$ cat src/rtl/arb_pkg.sv
package arb_pkg;

  typedef enum logic {
    ENC_BINARY = 1'b0,
    ENC_ONEHOT = 1'b1
  } enc_e;

  localparam int MAX_REQ = 32;

  // isolate the lowest set bit of a request vector
  function automatic logic [MAX_REQ-1:0] lowest_set(input logic [MAX_REQ-1:0] v);
    return v & (~v + 1'b1);
  endfunction

endpackage

$ cat src/rtl/arb_next.sv
module arb_next #(
  parameter int N_REQ = 3
) (
  input  logic [N_REQ-1:0] req,
  input  logic [N_REQ-1:0] own,
  output logic [N_REQ-1:0] nxt_own,
  output logic             start_evt,
  output logic             rel_evt
);
  import arb_pkg::*;

  logic [MAX_REQ-1:0] wide_req;
  logic [MAX_REQ-1:0] wide_pick;
  logic [N_REQ-1:0]   pick;
  logic               idle;
  logic               keep;

  assign wide_req  = MAX_REQ'(req);
  assign wide_pick = lowest_set(wide_req);
  assign pick      = wide_pick[N_REQ-1:0];
  assign idle      = (own == '0);
  assign keep      = |(own & req);

  always_comb begin
    if (idle)      nxt_own = pick;
    else if (keep) nxt_own = own;
    else           nxt_own = '0;
  end

  assign start_evt = idle & (|req);
  assign rel_evt   = ~idle & ~keep;

endmodule

$ cat src/rtl/arb_state.sv
module arb_state #(
  parameter int            N_REQ = 3,
  parameter arb_pkg::enc_e ENC   = arb_pkg::ENC_ONEHOT
) (
  input  logic             clk,
  input  logic             rst,
  input  logic [N_REQ-1:0] nxt_own,
  output logic [N_REQ-1:0] own
);
  localparam int BW = $clog2(N_REQ + 1);

  function automatic logic [BW-1:0] to_bin(input logic [N_REQ-1:0] oh);
    logic [BW-1:0] r;
    r = '0;
    for (int i = 0; i < N_REQ; i++) begin
      if (oh[i]) r = BW'(i + 1);
    end
    return r;
  endfunction

  function automatic logic [N_REQ-1:0] from_bin(input logic [BW-1:0] b);
    logic [N_REQ-1:0] r;
    r = '0;
    for (int i = 0; i < N_REQ; i++) begin
      if (b == BW'(i + 1)) r[i] = 1'b1;
    end
    return r;
  endfunction

  generate
    if (ENC == arb_pkg::ENC_ONEHOT) begin : g_onehot
      // bit 0 is the idle state, bit i+1 owns requester i
      logic [N_REQ:0] st;
      always_ff @(posedge clk) begin
        if (rst) st <= {{N_REQ{1'b0}}, 1'b1};
        else     st <= {nxt_own, ~(|nxt_own)};
      end
      assign own = st[N_REQ:1];
    end else begin : g_binary
      // code 0 is idle, code i+1 owns requester i
      logic [BW-1:0] st;
      always_ff @(posedge clk) begin
        if (rst) st <= '0;
        else     st <= to_bin(nxt_own);
      end
      assign own = from_bin(st);
    end
  endgenerate

endmodule

$ cat src/rtl/arb_decode.sv
module arb_decode #(
  parameter int N_REQ = 3
) (
  input  logic [N_REQ-1:0] own,
  output logic [N_REQ-1:0] grant
);
  generate
    for (genvar i = 0; i < N_REQ; i++) begin : g_lane
      assign grant[i] = own[i];
    end
  endgenerate
endmodule

$ cat src/rtl/prio_hold_arbiter.sv
module prio_hold_arbiter #(
  parameter int            N_REQ = 3,
  parameter arb_pkg::enc_e ENC   = arb_pkg::ENC_ONEHOT
) (
  input  logic             clk,
  input  logic             rst,
  input  logic [N_REQ-1:0] req,
  output logic [N_REQ-1:0] grant
);
  logic [N_REQ-1:0] own;
  logic [N_REQ-1:0] nxt_own;
  logic             start_evt;
  logic             rel_evt;

  arb_next #(.N_REQ(N_REQ)) u_next (
    .req(req), .own(own), .nxt_own(nxt_own),
    .start_evt(start_evt), .rel_evt(rel_evt)
  );

  arb_state #(.N_REQ(N_REQ), .ENC(ENC)) u_state (
    .clk(clk), .rst(rst), .nxt_own(nxt_own), .own(own)
  );

  arb_decode #(.N_REQ(N_REQ)) u_dec (
    .own(own), .grant(grant)
  );

endmodule

$ cat config.mk
export PLATFORM = sky130hd
export DESIGN_NAME = prio_hold_arbiter
export DESIGN_NICKNAME = d
export VERILOG_FILES = /design/src/rtl/arb_pkg.sv /design/src/rtl/arb_next.sv /design/src/rtl/arb_state.sv /design/src/rtl/arb_decode.sv /design/src/rtl/prio_hold_arbiter.sv
export SDC_FILE = /design/constraint.sdc
export NUM_CORES = 1
export LEC_CHECK = 0
export BUFFER_PORTS_ARGS = -buffer_cell sky130_fd_sc_hd__buf_2
export CAP_MARGIN = 20
export CORE_AREA = 2 2 39 41
export DETAILED_ROUTE_END_ITERATION = 16
export DIE_AREA = 0 0 41 43
export GPL_ROUTABILITY_DRIVEN = 0
export MAX_ROUTING_LAYER = met4
export PLACE_DENSITY_LB_ADDON = 0.2
export SLEW_MARGIN = 25
export SYNTH_ARGS = -nofsm -noshare
export SYNTH_HDL_FRONTEND = slang
export SYNTH_SLANG_ARGS = --single-unit
$ cat constraint.sdc
create_clock -name clk -period 1.4 [get_ports clk]
set_input_delay 0.07 -clock clk [delete_from_list [all_inputs] [get_ports clk]]
set_output_delay 0.07 -clock clk [all_outputs]
set_load 0.005 [all_outputs]
Yosys cells after proc, flatten, opt, wreduce, memory -nomap -nowiden:

Cells that the tools add are included.
Widths: inputs -> output; s select.

* bits in registers: 4
* input bits: 5
* logic and storage cells: 11

* add/subtract/negate cells: 1
* multiplexer cells: 2
* bitwise gates (word level): 4
* reduce and logical (&&, ||, !) cells: 3

Operator list (count)
* $and 3x3->3: 2
* $mux 3: 2
* $reduce_or 3->1: 2
* $add 3x1->3 const B: 1
* $logic_not 3->1: 1
* $not 3->3: 1
* $not 1->1: 1

Longest topological paths before layout:

Gate-level depths: netlist (run 1).

* word-level depth: 6
* mapped depth: 3

Hierarchy:

A second synthesis (run 1) with hierarchy kept.

* cells, all modules: 28
* area, all modules: 225.2 sq um

Modules (own cells, without submodules)
* arb_next: times used 1, cells an instance 19, area an instance 123.9 sq um, sequential area each 0.0 sq um
* arb_state: times used 1, cells an instance 6, area an instance 78.8 sq um, sequential area each 60.1 sq um
* arb_decode: times used 1, cells an instance 3, area an instance 22.5 sq um, sequential area each 0.0 sq um

Least setup slack after synthesis (run 1):

No wires, ideal clock.

* path type: register to register
* start: register u_state.g_onehot.st[2]
* end: register u_state.g_onehot.st[3]
* setup time: 0.092 ns
* data arrival time: 0.834 ns
* data required time: 1.308 ns
* slack: 0.475 ns
* cell stages (with the launch flop): 4
* buffers on the path: 0
* clock period less this slack: 0.925 ns
* cell sequence: dfxtp_1 -> nor4_2 -> nor2_1 -> nor4_1

* longest elaborated chain between the ends: 4
* elaborated cells between the ends (all ways): 5

Ends and longest elaborated chain
* from (decl): RTL line arb_state.sv:33 `logic [N_REQ:0] st;`
* from (signal assigned): RTL line arb_state.sv:35 `if (rst) st <= {{N_REQ{1'b0}}, 1'b1};`
* from (signal assigned): RTL line arb_state.sv:36 `else st <= {nxt_own, ~(|nxt_own)};`
* $and 3x3->3: RTL line arb_next.sv:22 `assign keep = |(own & req);`
* $reduce_or 3->1: RTL line arb_next.sv:22
* $mux 3: RTL line arb_next.sv:26 `else if (keep) nxt_own = own;`
* $mux 3 (*): RTL line arb_next.sv:25 `if (idle) nxt_own = pick;`

Every way passes the cells marked *; elsewhere a longest branch is shown, timed or not.
A chain may end at the register's enable or synchronous reset.

Worst setup path after layout (run 1):

Ends and elaborated chain as after synthesis.

==> flow_results.org, run 1 <==
** Clock network
- Root Driver :: sky130_fd_sc_hd__clkbuf_4
- Hold-fix buffers, CTS :: 0
- The longest clock path from root to sink contains 2 buffers.
- CTS built an H-tree with a depth of 1.
- Clock net sink count :: 3
- In this run the post-CTS setup repair buffer count came out at 0.
- Clock latency on the worst-skew pair, taken at its later pin, is 0.23 ns.
- TritonCTS built the clock tree.
- Clock Pin Slew Worst Setup and Hold Paths :: about 0.040 ns
- Number of buffers added by the clock tree synthesis step :: 3
- Post-cts sizing count :: 0

** Detailed routing
- The final route contains 190 vias.
- The first detailed-routing pass took 4 iterations.
- Via density per instance :: ~4.2
- After detailed routing, the number of remaining DRC violations is 0.
- Initial detailed-routing violation count :: 10
- In this run the remaining antenna-violating nets after routing total 0.
- Dividing the detail-routed wire length by the instance count gives between 8 and 9 um.
- The final layout contains routed wiring with a total length of ~400 um.

** Layout
- Registers take approximately 60 um^2.
- Share of final-layout standard cells stronger than drive strength 1 :: roughly two fifths
- The multi-input combinational cells in the finished layout cover a total of ~89 um^2.
- For this run, the share of the core covered by cells in the final layout is between 10% and 20%.
- Fill cells in the final layout number 160.
- Layout-stage area growth over the synthesis result :: 54.6%
- The largest registers in the layout are u_state.g_onehot.st: 3 flops.
- Largest register by flop count :: u_state.g_onehot.st
- The repair_antennas step left the layout with diodes totalling 0.
- The net count of the finished layout is 35.
- The register with the most flip-flops in the layout has 3 of them.
- Final Non-Filler Cells :: 45
- Post-route cell area :: around 230 um^2

** Placed design
- The count of buffers added on input and output ports is 7.
- In this run, placement finished with an instance count of 41.
- OpenSTA, run right after detailed placement, puts the worst setup slack at roughly 0.40 ns.
- Placed cell areas :: 204 um^2

** Timing
- Across the routed clock network, the largest skew measured is ~0.00087 ns.
- Setup repair after global routing left no endpoint under its margin.
- Hold WS :: between 0.02 and 0.03 ns
- Setup TNS :: 0 ns
- The hold violation total from the final report was 0.
- Final worst path period need :: ~1 ns
- Setup-violating endpoint count in the final report :: 0
- Final setup margin :: 0.382 ns
- Final slew viol count :: 0
- Fmax :: between 0.9 and 1 GHz
- Headroom to the max-slew limit came out at about 82%.
- After layout, the worst path uses between 70% and 80% of the clock period.
- Slew at the pin with the worst max-slew slack :: 0.267 ns

** Yosys
- Synthesis produced a netlist with a net count of 23.
- Mean Syn Cell Area :: 8.27 um^2
- Cell accounting for the most synthesized area :: sky130_fd_sc_hd__dfxtp_1
- Counting flops and latches in the post-synthesis netlist gives 3.
- Area contributors post-synth :: sky130_fd_sc_hd__dfxtp_1 (40%), sky130_fd_sc_hd__nor4_2 (8.4%), sky130_fd_sc_hd__nor2_1 (7.6%)
- Synthesized instance count :: 18
- Among all flip-flop cells after synthesis, the most frequent one is sky130_fd_sc_hd__dfxtp_1.
- Ys Warns :: 0
- Distinct cell type count after synthesis :: 12
- Async SR Flop Fraction :: 0%
- Sequential elements use between 40% and 50% of the synthesized area.
- Yosys mapped a number of flops with a built-in enable equal to 0.
- In this run the cell area of the synthesized design comes to 149 um^2.
- Sorting the synthesized cells by how often they occur yields sky130_fd_sc_hd__dfxtp_1 (3), sky130_fd_sc_hd__nor2_1 (3), sky130_fd_sc_hd__nand3_1 (2), sky130_fd_sc_hd__o21ai_0 (2).
- In this run the biggest area consumer among cell types represents 40.3% of the synthesized area.

** Worst setup path
- For the worst setup path, the data required time is roughly 1.5 ns.
- Crit path max fanout :: 8
- Setup CP Type :: reg2reg
- CP Data Arrival Time :: between 1 and 1.5 ns
- Type of element launching the critical path :: flip-flop
- The worst setup path is captured at a flip-flop.

** Power
- Static Leak :: around 0.090 nW
- Power per cell area :: 1210 nW/um^2
- Across the VDD grid, the largest voltage drop is ~0.25 mV.
- Summing internal, switching and leakage power gives 0.279 mW.

** Worst hold path
- The worst hold path belongs to the class in2reg.

** Floorplanning
- Row count :: 14
- In this run the horizontal extent of the chip is 41 um.
- Die height :: 43 um
- Full die area :: between 1500 and 2000 um^2
- The floorplan step defined a core boundary enclosing roughly 1400 um^2.
- Count of boundary I/O pins :: 8
- Once the floorplan was initialized, standard cells occupied between 10% and 20% of the core.

** Global route
- Initial antenna violation count :: 0
- Overall track demand over capacity in global routing :: around 6.9%
- The first global-routing pass estimated just over 700 um of wire.
- Largest net degree at the start of global routing :: 9
- GRT Residual Overflow :: 0
- Via count of the first global-routing pass :: 165

** Flow run
- The tool flagged a number of max-cap violations equal to 0.

** Run status
- The run finished with clean final reports.
## cell families (layout without fill, tap and decap cells)
group	count (synthesis)	after routing	share of synthesized area, %
AND/OR/NAND/NOR	9	9	32.8
AO/OA/AOI/OAI	6	6	26.9
flip-flops	3	3	40.3
buffers and inverters	0	11	0
## final cells by class
| class | instances | share of cell area, % |
|---|---|---|
| clock buffer | 4 | 11.4 |
| sequential | 3 | 26.1 |
| tap | 16 | 8.70 |
| multi-input combinational | 15 | 38.6 |
| timing repair buffer | 7 | 15.2 |
## final timing paths
path                     startpoint                endpoint  slack (ns)  cells past startpoint
max          u_state.g_onehot.st[2]  u_state.g_onehot.st[3]        0.38                      3
max reg2reg  u_state.g_onehot.st[2]  u_state.g_onehot.st[3]        0.38                      3
min reg2reg  u_state.g_onehot.st[1]  u_state.g_onehot.st[1]        0.54                      2
min                             rst  u_state.g_onehot.st[1]        0.03                      2
## placed cells by master, fill, tap and decap left out
| cell type | synthesis | final |
|---|---|---|
| sky130_fd_sc_hd__buf_2 | 0 | 7 |
| sky130_fd_sc_hd__nor2_1 | 3 | 3 |
| sky130_fd_sc_hd__clkbuf_4 | 0 | 3 |
| sky130_fd_sc_hd__dfxtp_1 | 3 | 3 |
| sky130_fd_sc_hd__nand3_1 | 2 | 2 |
| sky130_fd_sc_hd__o21ai_0 | 2 | 2 |
| sky130_fd_sc_hd__nor3_1 | 1 | 1 |
| sky130_fd_sc_hd__a31oi_1 | 1 | 1 |
| sky130_fd_sc_hd__a22o_2 | 1 | 1 |
| sky130_fd_sc_hd__nand2_1 | 1 | 1 |
| sky130_fd_sc_hd__a21oi_1 | 1 | 1 |
| sky130_fd_sc_hd__a221oi_1 | 1 | 1 |
| sky130_fd_sc_hd__nor4_2 | 1 | 1 |
| sky130_fd_sc_hd__nor4_1 | 1 | 1 |
| sky130_fd_sc_hd__clkbuf_1 | 0 | 1 |
## worst max-delay path, cell delays in order, from the launching register on
cell and delay (ns):
sky130_fd_sc_hd__dfxtp_1 0.37, sky130_fd_sc_hd__nor4_2 0.26, sky130_fd_sc_hd__nor2_1 0.06, sky130_fd_sc_hd__nor4_1 0.23
## per-layer routing
metal  global-route usage (%)  wire length, um  vias up
met5                        -                0        -
met4                     6.00               14        0
met3                     6.81               65        2
met2                     5.31              128       14
met1                     8.97              194       82
li1                         -                -       92
## report_power, final
part | switching [mW] | internal, mW
Sequential | 0.00799 | 0.0903
Clock | 0.0456 | 0.107
Combinational | 0.0137 | 0.0149
Total | 0.0674 | 0.212
Power figures use the tool's default switching activity.
==> run 2: changes to the inputs <==
clock period = 1.03 ns   (was 1.4 ns; I/O delays follow)
==> run 2 against run 1 <==
  * Combinational power up 56%
  * Clock skew down 0.00080 ns
  * Critical endpoint unchanged
  * Cell area up 4.3%
  * Sequential share of layout area about the same
  * Sequential power up 36%
  * Via count up 4.2%
  * Count of clock-buffer cells in the layout unchanged
  * Clock power up 38%
  * Worst hold slack worse by 0.017 ns
  * Total power up 39%
  * Register-to-register slack worse by 0.35 ns
  * Global-route usage up 0.31 points
==> flow_results.org, run 2 (synthesis results as in run 1) <==
** Clock network
- The root buffer cell chosen for the clock tree is sky130_fd_sc_hd__clkbuf_4.
- The clock latency on the worst-skew pair came to 0.23 ns (about the same).
- The clock slew seen by the registers of the worst setup and hold paths was 0.04 ns (about the same).
- Number of buffers added by the clock tree synthesis step :: 3 (unchanged)
- Hold-fix buffers, CTS :: 0 (unchanged)
- TritonCTS built the clock tree.
- The number of setup buffers added after CTS was 0 (unchanged).
- Clk buf depth :: 2 (unchanged)
- Clock net sink count :: 3 (unchanged)
- The depth of the CTS H-tree is 1 (unchanged).

** Worst setup path
- Critical path required time :: 1.15 ns (-0.39 ns)
- STA classifies the critical path endpoint as a flip-flop.
- Buf/Inv on CP :: 0 (unchanged)
- The peak fanout along the critical path is 5 (-3).
- Type of element launching the critical path :: flip-flop
- Setup CP Type :: reg2reg
- Broken down by cell family, the worst path's largest delay share belongs to simple AND/OR/NAND/NOR gates.
- The worst endpoint data arrival time was 1.12 ns (-0.03 ns).
- Walking the worst path, the cells encountered are nor4_2 -> nor2_1 -> nor4_1.
- Slowest CP cell :: sky130_fd_sc_hd__dfxtp_2
- Worst stage delay on the critical path :: 0.33 ns (-0.04 ns)

** Global route
- The wire length of the first global-routing pass came to 765 um (+7.7%).
- The number of antenna violations at the first check in global routing was 0 (unchanged).
- The largest net degree at the start of global routing was 8 (-1).
- The number of global-route vias before repair came to 188 (+14%).
- The global route total overflow is 0 (unchanged).
- Overall track demand over capacity in global routing :: 7.19% (+0.31 points)

** Detailed routing
- The first-pass iteration count of the detailed router is 3 (-1).
- Post-DR wirelength/cell :: 10.3 um (+15%)
- The overall via count from detail_route came to 198 (+4.2%).
- The detailed-route wire length came to 473 um (+17%).
- The ratio of routed vias to standard cells was 4.30 (+1.9%).
- The post-route DRC violation count is 0 (unchanged).
- Initial detailed-routing violation count :: 9 (-1)
- The number of nets with antenna violations after detailed routing came to 0 (unchanged).

** Layout
- The count of nets after finishing was 36 (+2.9%).
- Max reg flops :: 3 (unchanged)
- Layout-stage area growth over the synthesis result :: 61.3%
- In the layout the commonest cells are sky130_fd_sc_hd__buf_2 (7), sky130_fd_sc_hd__nor2_1 (3), sky130_fd_sc_hd__clkbuf_4 (3).
- Largest register by flop count :: u_state.g_onehot.st
- The fraction of layout cells with a size suffix above 1 is 50.0% (+8.6 points).
- The number of inserted diodes is 0 (unchanged).
- The largest registers in the layout are u_state.g_onehot.st: 3 flops.
- Fill cell count :: 154 (-3.8%)
- Most common cell after layout, fill and taps aside :: sky130_fd_sc_hd__buf_2

** Placed design
- Placement-stage worst setup slack :: -0.00606 ns (-0.404 ns)
- The number of buffers added on ports came to 7 (unchanged).

** Timing
- The headroom to the max-slew limit came to 81.1% (-1.1 points).
- Final slew viol count :: 0 (unchanged)
- Final cycle utilization of the critical path :: 96.7% (+24 points)
- Final worst path period need :: 0.996 ns (-0.0221 ns)
- Setup repair after global routing left no endpoint under its margin.
- The number of endpoints failing setup at the final stage came to 0 (unchanged).
- The transition time of the tightest slew-check pin was 0.280 ns (+0.0136 ns).
- The peak clock frequency supported by timing came to 1.00 GHz (+2.2%).
- The hold violation total from the final report was 0 (unchanged).
- Final setup margin :: 0.0340 ns (-0.348 ns)
- The maximum clock skew at final layout is 0.0000636 ns (-0.000803 ns).

** Power
- The proportion of power drawn by combinational gates was 11.6% (+1.4 points).
- Relative contribution of the clock network to total power :: 53.9% (-0.7 points)
- Proportion of total power due to net switching :: 24.6% (+0.50 points)
- The net load switching power came to 0.0953 mW (+41%).
- The worst voltage drop across the vdd grid came to 0.171 mV (-31%).
- Sequential Power Share :: 34.6% (-0.6 points)
- Power per cell area :: 1610 nW/um^2 (+33%)
- The total leakage power was 0.0965 nW (+6.8%).
- The internal power consumption was 0.292 mW (+38%).
- The total power draw came to 0.387 mW (+39%).

** Floorplanning
- The die span in x was 41 um (unchanged).
- The die outline area is 1760 um^2 (unchanged).
- The number of core rows is 14 (unchanged).
- Die height :: 43 um (unchanged)
- The initial core utilization came to 10.8% (unchanged).
- The core region area is 1380 um^2 (unchanged).
- Count of boundary I/O pins :: 8 (unchanged)

** Run status
- Run status :: completed

** Worst hold path
- The min-delay analysis places its worst path in the category in2reg.

** Flow run
- Number of max-cap violations :: 0 (unchanged)
==> run 2: worst register-to-register path: cells and delay by family, from the launching register on <==
family        cells  cell delay, ns
simple gates      3            0.55
flops             1            0.33
==> run 2: cell type report <==
type	instances	area [um^2]	share of cell area, %
tap	16	20.0	8.33
sequential	3	62.6	26.0
multi-input combinational	15	88.8	37.0
clock buffer	4	26.3	10.9
timing repair buffer	8	42.5	17.7
==> run 2: path summary, 6_finish.rpt <==
| path | start | end | slack (ns) | cells past startpoint |
|---|---|---|---|---|
| max reg2reg | u_state.g_onehot.st[2] | u_state.g_onehot.st[3] | 0.03 | 3 |
| min | rst | u_state.g_onehot.st[2] | 0.01 | 2 |
| max | u_state.g_onehot.st[2] | u_state.g_onehot.st[3] | 0.03 | 3 |
| min reg2reg | u_state.g_onehot.st[1] | u_state.g_onehot.st[1] | 0.51 | 2 |
==> run 2: stage by stage <==
| stage | cell area, um^2 | instances | setup TNS [ns] | hold slack (ns) | util (%) |
|---|---|---|---|---|---|
| 5_1_grt | 240 | 46 | 0 | 0.00469 | 17.4 |
| 6_report | 240 | 46 | 0 | 0.00952 | 17.4 |
| 3_5_place_dp | 211 | 42 | -0.00606 | 0.258 | 15.3 |
| 2_1_floorplan | 149 | 18 | 0 | 0.121 | - |
| 4_1_cts | 238 | 46 | 0 | 0.00683 | 17.2 |
| 3_3_place_gp | 211 | 42 | 0 | 0.254 | 15.3 |
==> run 2: power groups by stage <==
stage          clock (mW)  combinational, mW  sequential, mW
2_1_floorplan           0             0.0169           0.134
3_3_place_gp            0             0.0425           0.133
3_5_place_dp            0             0.0441           0.134
4_1_cts             0.220             0.0441           0.132
5_1_grt             0.225             0.0502           0.135
6_report            0.209             0.0447           0.134
==> run 2: per-layer routing <==
layer | vias up | GRT usage (%) | wire length [um] | share of wire [%]
met2 | 10 | 6.88 | 170 | 36
li1 | 95 | - | - | -
met3 | 2 | 1.57 | 45 | 9.5
met5 | - | - | 0 | 0
met1 | 91 | 9.62 | 238 | 50
met4 | 0 | 10.0 | 19 | 4.0
==> run 2: repair_timing <==
item	CTS	global route
setup endpoints to repair	1	1
resized for setup	0	2
pin swaps	1	0
==> run 3: changes to the inputs <==
CTS_BUF_LIST = sky130_fd_sc_hd__clkbuf_8 sky130_fd_sc_hd__clkbuf_16   (was not set)
==> run 3 against run 2 <==
  * First-iteration DRC count up 11%
  * Worst setup slack improved by 0.0012 ns
  * Combinational power about the same
  * Flip-flop and latch count did not move
  * Critical path depth unchanged
  * Worst hold slack improved by 0.021 ns
  * Non-clock buffer count unchanged
  * Fmax increased by 0.12%
  * Register-to-register slack hardly changed
  * Sequential power about the same
  * Total power up 31%
  * Via count grew 0.51%
  * Highest routed layer unchanged
==> flow_results.org, run 3 (synthesis results as in run 1) <==
** Run status
- The flow ran to the end, and the final reports show no timing, DRC or antenna violations.

** Timing
- Setup-violating endpoint count in the final report :: 0 (unchanged)
- Final cycle utilization of the critical path :: 96.6% (-0.12 points)
- Final worst path period need :: 0.995 ns (-0.00119 ns)
- The final hold slack is 0.0303 ns (+0.0208 ns).
- The hold violation total from the final report is 0 (unchanged).
- Final slew viol count :: 0 (unchanged)
- The transition time of the tightest slew-check pin came to 0.280 ns (-0.00000143 ns).
- Fmax :: 1.01 GHz (+0.12%)
- Setup repair after global routing missed its margin :: false
- The setup TNS after final layout is 0 ns (unchanged).
- Largest clock skew in the final design :: 0.000252 ns (+0.000188 ns)
- Relative max-transition margin :: 81.1% (about the same)

** Layout
- The library cell used most frequently in the layout, excluding fill and tap cells, is sky130_fd_sc_hd__buf_2.
- The number of inserted diodes came to 0 (unchanged).
- Fill cell count :: 153 (-0.65%)
- Counting flops per register, the top entry is u_state.g_onehot.st.
- The fraction of layout cells with a size suffix above 1 is 50.0% (unchanged).
- Layout-stage area growth over the synthesis result :: 73.9%
- The number of flip-flops under the largest register name is 3 (unchanged).
- The largest registers in the layout are u_state.g_onehot.st: 3 flops.
- The count of nets after finishing was 36 (unchanged).
- Commonest cells after routing, fill and taps aside :: sky130_fd_sc_hd__buf_2 (7), sky130_fd_sc_hd__nor2_1 (3), sky130_fd_sc_hd__clkbuf_8 (3)

** Worst setup path
- The kind of cell with the highest combined delay along the critical path is simple AND/OR/NAND/NOR gates.
- Worst stage delay on the critical path :: 0.33 ns (about the same)
- CP Data Arrival Time :: 1.10 ns (-0.02 ns)
- The count of buffer and inverter cells on the critical path was 0 (unchanged).
- Worst r2r dst :: u_state.g_onehot.st[3]
- For this design, the slowest cell found on the critical path is sky130_fd_sc_hd__dfxtp_2.
- The cell count of the worst reg-to-reg path was 3 (unchanged).
- Worst-case register-to-register setup slack :: 0.04 ns (about the same)
- Type of element launching the critical path :: flip-flop
- Crit path max fanout :: 5 (unchanged)
- The worst setup path is of the reg2reg kind.
- Crit. End Element :: flip-flop
- The required time at the worst-slack endpoint is 1.13 ns (-0.02 ns).
- Critical R2R Launch :: u_state.g_onehot.st[2]
- The signal on the critical path passes through nor4_2 -> nor2_1 -> nor4_1.

** Detailed routing
- The final routed wire length divided by cell count is 10.4 um (+1.5%).
- The count of routing violations after the opening detailed-route iteration is 10 (+1).
- The number of nets with antenna violations after detailed routing was 0 (unchanged).
- The ratio of routed vias to standard cells was 4.33 (+0.51%).
- The detailed-route wire length was 480 um (+1.5%).
- The post-route DRC violation count is 0 (unchanged).
- The first-pass iteration count of the detailed router came to 3 (unchanged).
- The overall via count from detail_route is 199 (+0.51%).

** Global route
- GR Util met3 :: 4.71% (+3.1 points)
- The number of global-route vias before repair came to 184 (-2.1%).
- Highest-utilization routing layer at the global route stage :: met4
- Initial antenna violation count :: 0 (unchanged)
- Largest net degree at the start of global routing :: 8 (unchanged)
- The global routing met1 resource utilization was 9.62% (unchanged).
- The overall global routing resource usage is 7.81% (+0.62 points).
- First-pass GRT wire length :: 793 um (+3.7%)
- Met2 global-route usage :: 6.88% (unchanged)
- The global route total overflow was 0 (unchanged).

** Worst hold path
- Worst Hold Path EP :: u_state.g_onehot.st[2]
- The instance count along the most critical hold path was 2 (unchanged).
- In this run the worst hold path is classified as in2reg.
- The worst hold path begins at rst.

** Clock network
- TritonCTS built the clock tree.
- The number of clock sinks seen by CTS was 3 (unchanged).
- The buffer levels on the longest clock path came to 2 (unchanged).
- Number of levels in the clock H-tree :: 1 (unchanged)
- The number of setup buffers added after CTS was 0 (unchanged).
- Clock Pin Slew Worst Setup and Hold Paths :: 0.03 ns (about the same)
- The clock latency on the worst-skew pair came to 0.21 ns (-0.02 ns).
- The cell sitting at the root of the clock tree is a sky130_fd_sc_hd__clkbuf_8.
- The number of buffers created by CTS is 3 (unchanged).

** Floorplanning
- The die outline area was 1760 um^2 (unchanged).
- Die Width :: 41 um (unchanged)
- The initial core utilization came to 10.8% (unchanged).
- Count of boundary I/O pins :: 8 (unchanged)
- CORE AREA :: 1380 um^2 (unchanged)
- The vertical die dimension came to 43 um (unchanged).
- Row count :: 14 (unchanged)

** Power
- Max IR drop VDD :: 0.262 mV (+53%)
- Power per cell area :: 1960 nW/um^2 (+22%)
- Static Leak :: 0.108 nW (+12%)

** Placed design
- Count of buffers from port buffering :: 7 (unchanged)

** Flow run
- The count of max-cap constraint violations is 0 (unchanged).
[run 3: cell types whose count changed in the layout (fill, tap and decap cells not counted)]
| cell | previous run | this run |
|---|---|---|
| sky130_fd_sc_hd__inv_1 | 0 | 1 |
| sky130_fd_sc_hd__clkbuf_8 | 0 | 3 |
| sky130_fd_sc_hd__clkbuf_1 | 1 | 0 |
| sky130_fd_sc_hd__clkbuf_4 | 3 | 0 |
[run 3: final cells by class]
| cell class | instances | area (um^2) | area share (%) |
|---|---|---|---|
| tap | 16 | 20.0 | 7.73 |
| timing repair buffer | 8 | 42.5 | 16.4 |
| multi-input combinational | 15 | 88.8 | 34.3 |
| sequential | 3 | 62.6 | 24.2 |
| clock buffer | 3 | 41.3 | 15.9 |
| clock inverter | 1 | 3.75 | 1.45 |
[run 3: how the worst max path moves through the flow]
stage	from	to	slack (ns)	cells past startpoint
global placement	u_state.g_onehot.st[2]	u_state.g_onehot.st[3]	0.03	3
finish	u_state.g_onehot.st[2]	u_state.g_onehot.st[3]	0.04	3
floorplan	u_state.g_onehot.st[2]	u_state.g_onehot.st[3]	0.10	3
CTS	u_state.g_onehot.st[2]	u_state.g_onehot.st[3]	0.04	3
detailed placement	u_state.g_onehot.st[1]	u_state.g_onehot.st[3]	-0.006	3
global route	u_state.g_onehot.st[2]	u_state.g_onehot.st[3]	0.01	3
[run 3: what timing repair did]
item / 4_1_cts / 5_1_grt
pin swaps: 1 / 0
endpoints found under the setup margin: 1 / 1
hold buffers: 0 / 0
gates resized for setup: 0 / 2
[run 3: power by group]
group          leakage [nW]  internal [mW]  switching, mW
sequential           0.0253          0.124         0.0102
combinational        0.0563         0.0228         0.0219
clock                0.0269          0.254         0.0763
[run 3: routing by layer]
metal  vias to the layer above  routed length, um
li1                         95                  -
met1                        92                235
met2                        10                168
met3                         2                 58
met4                         0                 18
met5                         -                  0
[run 3: stage by stage]
| step | instance area [um^2] | utilization, % | cells | worst slack [ns] | total power [mW] |
|---|---|---|---|---|---|
| 2_1_floorplan | 149 | - | 18 | 0.105 | 0.151 |
| 3_3_place_gp | 211 | 15.3 | 42 | 0.0304 | 0.176 |
| 3_5_place_dp | 211 | 15.3 | 42 | -0.00606 | 0.178 |
| 4_1_cts | 256 | 18.5 | 46 | 0.0415 | 0.518 |
| 5_1_grt | 259 | 18.7 | 46 | 0.0104 | 0.536 |
| 6_report | 259 | 18.7 | 46 | 0.0352 | 0.509 |
